[config.mk]
export PLATFORM = sky130hd
export DESIGN_NAME = br_resolve
export DESIGN_NICKNAME = d
export VERILOG_FILES = /design/src/rtl/brres_pkg.sv /design/src/rtl/br_target.sv /design/src/rtl/br_pick.sv /design/src/rtl/br_resolve.sv
export SDC_FILE = /design/constraint.sdc
export NUM_CORES = 2
export LEC_CHECK = 0
export BUFFER_PORTS_ARGS = -buffer_cell sky130_fd_sc_hd__buf_2
export CORE_AREA = 8 8 316 318
export DETAILED_ROUTE_END_ITERATION = 6
export DIE_AREA = 0 0 324 326
export PLACE_DENSITY = 0.61
export SYNTH_ARGS = -nofsm -noshare
export SYNTH_HDL_FRONTEND = slang
export SYNTH_SLANG_ARGS = --single-unit
[constraint.sdc]
create_clock -name clk -period 12 [get_ports clk]
set_input_delay 1.2 -clock clk [delete_from_list [all_inputs] [get_ports clk]]
set_output_delay 1.2 -clock clk [all_outputs]
set_load 0.05 [all_outputs]
[src/rtl/brres_pkg.sv]
package brres_pkg;
    typedef enum logic [2:0] {
        BK_COND  = 3'd0,
        BK_CALL  = 3'd1,
        BK_RET   = 3'd2,
        BK_LONG  = 3'd3,
        BK_LCALL = 3'd4
    } br_kind_e;

    localparam int BUNDLE_SHIFT   = 4;
    localparam int SLOTS_PER_BNDL = 3;
    localparam int SHORT_DISP_W   = 21;
    localparam int LONG_DISP_W    = 60;
endpackage

[src/rtl/br_target.sv]
module br_target
    import brres_pkg::*;
#(
    parameter int ADDR_W = 64,
    parameter int BIDX_W = 2,
    parameter int POS_W  = 4
) (
    input  logic [ADDR_W-1:0]      group_ip,
    input  logic [2:0]             kind,
    input  logic                   indirect,
    input  logic [LONG_DISP_W-1:0] disp,
    input  logic [ADDR_W-1:0]      breg_val,
    input  logic [BIDX_W-1:0]      bidx,
    input  logic [1:0]             slot,
    output logic [ADDR_W-1:0]      target,
    output logic [ADDR_W-1:0]      link_addr,
    output logic [POS_W-1:0]       last_pos,
    output logic                   is_call
);
    localparam logic [ADDR_W-1:0] ALIGN_MASK = ~ADDR_W'((1 << BUNDLE_SHIFT) - 1);

    logic              is_long;
    logic              use_ind;
    logic [ADDR_W-1:0] bundle_ip;
    logic [ADDR_W-1:0] short_off;
    logic [ADDR_W-1:0] long_off;
    int                pos_i;

    always_comb begin
        is_long   = (kind == BK_LONG) || (kind == BK_LCALL);
        is_call   = (kind == BK_CALL) || (kind == BK_LCALL);
        use_ind   = (kind == BK_RET) || (indirect && !is_long);
        bundle_ip = (group_ip & ALIGN_MASK) + (ADDR_W'(bidx) << BUNDLE_SHIFT);
        short_off = ADDR_W'($signed({disp[SHORT_DISP_W-1:0], 4'b0000}));
        long_off  = ADDR_W'($signed({disp, 4'b0000}));
        if (use_ind)
            target = breg_val & ALIGN_MASK;
        else if (is_long)
            target = bundle_ip + long_off;
        else
            target = bundle_ip + short_off;
        link_addr = bundle_ip + ADDR_W'(1 << BUNDLE_SHIFT);
        pos_i     = int'(bidx) * SLOTS_PER_BNDL + int'(slot) + (is_long ? 1 : 0);
        last_pos  = POS_W'(pos_i);
    end
endmodule

[src/rtl/br_pick.sv]
module br_pick #(
    parameter int N = 4
) (
    input  logic [N-1:0] taken,
    output logic [N-1:0] first,
    output logic         any
);
    always_comb begin
        first = '0;
        any   = 1'b0;
        for (int i = 0; i < N; i++) begin
            if (taken[i] && !any) begin
                first[i] = 1'b1;
                any      = 1'b1;
            end
        end
    end
endmodule

[src/rtl/br_resolve.sv]
module br_resolve
    import brres_pkg::*;
#(
    parameter int NUM_BR      = 4,
    parameter int NUM_BUNDLES = 4,
    parameter int ADDR_W      = 64,
    parameter int BREG_IDX_W  = 3,
    parameter int BIDX_W      = (NUM_BUNDLES > 1) ? $clog2(NUM_BUNDLES) : 1
) (
    input  logic                          clk,
    input  logic                          rst,
    input  logic                          in_valid,
    input  logic [ADDR_W-1:0]             group_ip,
    input  logic [ADDR_W-1:0]             seq_ip,
    input  logic [NUM_BR-1:0]             br_valid,
    input  logic [NUM_BR*3-1:0]           br_kind,
    input  logic [NUM_BR-1:0]             br_ind,
    input  logic [NUM_BR-1:0]             br_pred,
    input  logic [NUM_BR*LONG_DISP_W-1:0] br_disp,
    input  logic [NUM_BR*ADDR_W-1:0]      br_breg,
    input  logic [NUM_BR*BIDX_W-1:0]      br_bidx,
    input  logic [NUM_BR*2-1:0]           br_slot,
    input  logic [NUM_BR*BREG_IDX_W-1:0]  br_lidx,
    output logic                          out_valid,
    output logic                          redirect,
    output logic [ADDR_W-1:0]             next_ip,
    output logic [NUM_BUNDLES*3-1:0]      squash,
    output logic                          link_we,
    output logic [BREG_IDX_W-1:0]         link_idx,
    output logic [ADDR_W-1:0]             link_addr
);
    localparam int GROUP_SLOTS = NUM_BUNDLES * SLOTS_PER_BNDL;
    localparam int POS_W       = $clog2(GROUP_SLOTS + 1);
    localparam logic [ADDR_W-1:0] ALIGN_MASK = ~ADDR_W'((1 << BUNDLE_SHIFT) - 1);

    typedef struct packed {
        logic                   valid;
        logic                   redirect;
        logic [ADDR_W-1:0]      next_ip;
        logic [GROUP_SLOTS-1:0] squash;
        logic                   link_we;
        logic [BREG_IDX_W-1:0]  link_idx;
        logic [ADDR_W-1:0]      link_addr;
    } res_t;

    logic [ADDR_W-1:0] tgt   [NUM_BR];
    logic [ADDR_W-1:0] lnk   [NUM_BR];
    logic [POS_W-1:0]  lpos  [NUM_BR];
    logic [NUM_BR-1:0] call_v;
    logic [NUM_BR-1:0] taken;
    logic [NUM_BR-1:0] first;
    logic              any_taken;

    for (genvar i = 0; i < NUM_BR; i++) begin : g_ent
        br_target #(.ADDR_W(ADDR_W), .BIDX_W(BIDX_W), .POS_W(POS_W)) u_tgt (
            .group_ip (group_ip),
            .kind     (br_kind[i*3 +: 3]),
            .indirect (br_ind[i]),
            .disp     (br_disp[i*LONG_DISP_W +: LONG_DISP_W]),
            .breg_val (br_breg[i*ADDR_W +: ADDR_W]),
            .bidx     (br_bidx[i*BIDX_W +: BIDX_W]),
            .slot     (br_slot[i*2 +: 2]),
            .target   (tgt[i]),
            .link_addr(lnk[i]),
            .last_pos (lpos[i]),
            .is_call  (call_v[i])
        );
        assign taken[i] = br_valid[i] & br_pred[i];
    end

    br_pick #(.N(NUM_BR)) u_pick (
        .taken(taken),
        .first(first),
        .any  (any_taken)
    );

    res_t res_d, res_q;
    logic [POS_W-1:0] sel_pos;

    always_comb begin
        res_d          = '0;
        sel_pos        = '0;
        res_d.valid    = in_valid;
        res_d.redirect = in_valid && any_taken;
        res_d.next_ip  = seq_ip & ALIGN_MASK;
        for (int i = 0; i < NUM_BR; i++) begin
            if (first[i]) begin
                res_d.next_ip   = tgt[i];
                sel_pos         = lpos[i];
                res_d.link_we   = in_valid && call_v[i];
                res_d.link_idx  = br_lidx[i*BREG_IDX_W +: BREG_IDX_W];
                res_d.link_addr = lnk[i];
            end
        end
        for (int p = 0; p < GROUP_SLOTS; p++)
            res_d.squash[p] = res_d.redirect && (POS_W'(p) > sel_pos);
    end

    always_ff @(posedge clk) begin
        if (rst) res_q <= '0;
        else     res_q <= res_d;
    end

    assign out_valid = res_q.valid;
    assign redirect  = res_q.redirect;
    assign next_ip   = res_q.next_ip;
    assign squash    = res_q.squash;
    assign link_we   = res_q.link_we;
    assign link_idx  = res_q.link_idx;
    assign link_addr = res_q.link_addr;


    valid_follow_chk: assert property (@(posedge clk) disable iff (rst)
        in_valid |=> out_valid);

    aligned_target_chk: assert property (@(posedge clk) disable iff (rst)
        out_valid |-> (next_ip[3:0] == 4'h0));

    no_redirect_quiet_chk: assert property (@(posedge clk) disable iff (rst)
        (out_valid && !redirect) |-> (squash == '0 && !link_we));

    link_needs_redirect_chk: assert property (@(posedge clk) disable iff (rst)
        link_we |-> (redirect && link_addr[3:0] == 4'h0));
endmodule

==> flow_summary.rst <==
.. list-table::
   :header-rows: 1

   * - Metric
     - Value
   * - Total power divided by cell area
     - 91.7 nW/um2
   * - Max FO, Critical Path
     - 9
   * - Post-route clock period utilization
     - a little under three quarters
   * - Placeable core region
     - 94400 um2
   * - Power spent charging and discharging nets
     - 2080 uW
   * - Top delay family on crit path
     - compound AO/OA/AOI/OAI gates
   * - Quantity of I/O buffers inserted on ports
     - approximately 790
   * - Worst Path Arrival
     - between 8 and 9 ns
   * - Critical path data required time
     - 12.37 ns
   * - Pins Over Slew Limit
     - 0
   * - Maximum number of pins on one net before global-route repair
     - 67
   * - Mean Syn Cell Area
     - 6.70 um2
   * - Leakage power summed over all cells
     - 0.0177 uW
   * - Share of synthesized area occupied by flip-flops and latches
     - 7.84%
   * - Hold Violations, Final
     - 0
   * - Vias in the first global route
     - 42800
   * - Combinational share of power
     - 67.9%
   * - Site Rows
     - 113
   * - Mapped Cells
     - about 5200
   * - Sequential Power Share
     - between 10 and 15%
   * - Syn Std Cell Area
     - 35000 um2
   * - Crit path buf inv count
     - 2
   * - Wire length of the first global-routing pass
     - about 330000 um
   * - Gr ovfl total
     - 0
   * - Starting density of the core
     - 37.0%
   * - DIE HEIGHT
     - 326 um
   * - Worst-Margin Slew
     - approximately 1.4 ns
   * - Main flop type after synthesis
     - dfxtp_1
   * - Placed Cells
     - 7031
   * - Routed wl met3
     - around 33000 um
   * - Nets
     - between 6000 and 7000
   * - Internal Power
     - between 1500 and 2000 uW
   * - RSZ-0062 raised after global routing
     - false
   * - Routability congestion estimate
     - 1.08
   * - Routed metal-1 wirelength
     - 97200 um
   * - Max Root-Sink Buffers
     - 2
   * - Final setup TNS
     - 0 ns
   * - Violation count after the first detailed-route iteration
     - about 6600
   * - Fmax
     - 0.116 GHz
   * - Crit path cell chain
     - buf_2 > ha_1 > a21oi_1 > buf_4 > nor2_1 > nand2_1 > xnor2_1 > ha_1 > nand2_1 > nor4_1 > or3b_2 > o32ai_1 > a22oi_1 > a2111oi_0 > nor2_1 > o311ai_0 > mux2_2 > a211oi_1 > a2111oi_0
   * - Met2 wire length
     - 99000 um
   * - Count of endpoints failing setup in the final report
     - 0
   * - Async set-or-reset flop fraction in the synthesized netlist
     - 0%
   * - Drt drc
     - 1
   * - Via Count
     - 46600
   * - DIE AREA
     - 106000 um2
   * - Violated checks
     - DRC
   * - Delay contributed by the slowest stage of the critical path
     - 0.96 ns
   * - Critical Path Slowest Stage Cell
     - a211oi_1
   * - Routed length per placed instance
     - 33.8 um
   * - Startpoint type of the worst setup path
     - input pin
   * - Root Driver
     - clkbuf_16
   * - Estimated wirelength of the detail-placed design
     - 202000 um
   * - Outcome
     - finished, violations left
   * - Count of instances resized after the clock tree is built
     - 0
   * - Count of flip-flops with a built-in enable after synthesis
     - 0
   * - Classification of the worst-slack hold path
     - in2reg
   * - IR Drop Worst-Case VDD
     - 0.120 mV
   * - Net switching fraction of the power
     - between 50 and 60%
   * - Top layer in use
     - met5
   * - Total detailed-routing wirelength
     - 240000 um
   * - Post-route ant nets
     - 0
   * - Layout overhead on the synthesized area
     - 16.4%
   * - Hold_buf cts
     - 0
   * - Top Ports
     - between 800 and 900
   * - Buffers inserted by post-CTS timing repair
     - 0
   * - Max-cap viol count
     - 0
   * - Chip Width
     - 324 um
   * - CP Capture Type
     - flip-flop
   * - Clock-pin slew reported for the worst setup and hold paths after clock tree synthesis
     - roughly 0.090 ns
   * - Layout Cells excl Fill
     - approximately 7100
   * - Worst setup path category
     - in2reg
   * - Detailed-route vias per instance
     - 6.58
   * - Length of the first detailed-routing pass in iterations
     - 7
   * - Total routing resource utilization after global routing
     - a little over two fifths
   * - Layout cell share with drive strength beyond 1
     - between 10% and 20%
   * - Post-route core utilization
     - 43.1%
   * - Distinct cell type count after synthesis
     - 95
   * - Clock Power Share
     - 18.2%
   * - Total of warnings raised by yosys
     - 0
   * - Depth of the CTS H-tree
     - 4
   * - Max-slew headroom
     - 5.24%
   * - Flip-flop and latch count after synthesis
     - 137
   * - CTS sink count
     - 137
   * - Final min period
     - 8.60 ns
   * - Clock tree from TritonCTS
     - yes
   * - Antenna violations before repair
     - 49
   * - Inserted Clock Buffers
     - 17
power groups by stage:
| stage | logic [uW] | registers (uW) | clock network [uW] |
|---|---|---|---|
| 6_report | 2540 | 519 | 680 |
| 5_1_grt | 2640 | 521 | 693 |
| 4_1_cts | 2430 | 519 | 683 |
| 3_5_place_dp | 2420 | 529 | 0 |
| 3_3_place_gp | 2430 | 528 | 0 |
| 2_1_floorplan | 1340 | 683 | 0 |
synth_stat cells, types with 20 or more instances:
master	number	area, um2
a22oi_1	54	405
and3_1	44	275
xnor2_1	410	3590
nor4_1	78	488
a221oi_1	39	342
a31oi_1	52	325
o21a_1	31	233
nand2_1	487	1830
dfxtp_1	137	2740
xor2_1	181	1590
and2_1	73	457
or3_1	68	425
nand3_1	177	886
o22ai_1	52	325
nor3_1	152	761
nand2b_1	28	175
a21oi_1	438	2190
nor2b_1	20	125
ha_1	265	3320
o21ai_0	293	1470
o21bai_1	54	405
and4_1	29	254
nor2_1	429	1610
a21o_1	315	2360
nand4_1	162	1010
inv_1	221	830
o31ai_1	39	293
o211ai_1	88	661
clkbuf_1	265	995
buf_1	28	105
or4_1	34	255
buf_2	37	185
a211oi_1	81	608
routing by layer:
layer	vias up	track usage, %
met5	-	0
li1	20400	-
met4	26	16.3
met2	3241	62.6
met3	507	14.4
met1	22400	57.3
sequential cells by signal, summed over array words and instances (netlist names):
signal     count
next_ip       60
link_we        1
redirect       1
link_addr     60
squash        11
out_valid      1
link_idx       3
cells in the final DEF, fill, tap and decap left out, drive strengths merged, types with 137 or more instances in the layout:
cell type	count
nor2	430
nand4	165
xor2	181
nor3	157
a21oi	438
nand3	178
inv	228
buf	878
a21o	315
nand2	488
xnor2	411
ha	265
o21ai	295
dfxtp	137
cells by family after synthesis:
group | count (synthesis) | share of synthesized area [%]
adders and majority gates | 281 | 10.4
muxes | 23 | 0.673
and+or+nand+nor | 1876 | 27.0
buffers and inverters | 564 | 6.29
xor gates and xnor gates | 592 | 14.8
DFF | 137 | 7.84
other | 1 | 0.0107
AOI/OAI and AO/OA | 1746 | 32.9
final cells by class:
cell class                      count  area [um2]
Multi-Input combinational cell   4527       30200
Timing Repair Buffer              878        4630
Antenna cell                       29        72.6
Clock inverter                     15         236
Tap cell                         1265        1580
Clock buffer                       17         425
Fill cell                       10300       53700
Inverter                          224         841
Sequential cell                   137        2740
worst paths after layout:
kind | from | cells past startpoint | slack, ns | endpoint
worst max-delay path | br_bidx[0] | 19 | 3.40 | next_ip[61]$_SDFF_PP0_
worst min-delay path | br_lidx[11] | 3 | 0.91 | link_idx[2]$_SDFF_PP0_
per-stage QoR:
stage | cell area, um2 | setup slack [ns] | power (uW) | hold WS, ns
global placement | 40000 | 3.20 | 2960 | 1.44
global route | 40700 | 3.24 | 3860 | 0.914
detailed placement | 40000 | 3.33 | 2950 | 1.45
CTS | 40700 | 3.85 | 3630 | 0.878
finish | 40700 | 3.40 | 3740 | 0.906
floorplan | 35000 | 5.93 | 2020 | 1.33
Power figures use the tool's default switching activity.
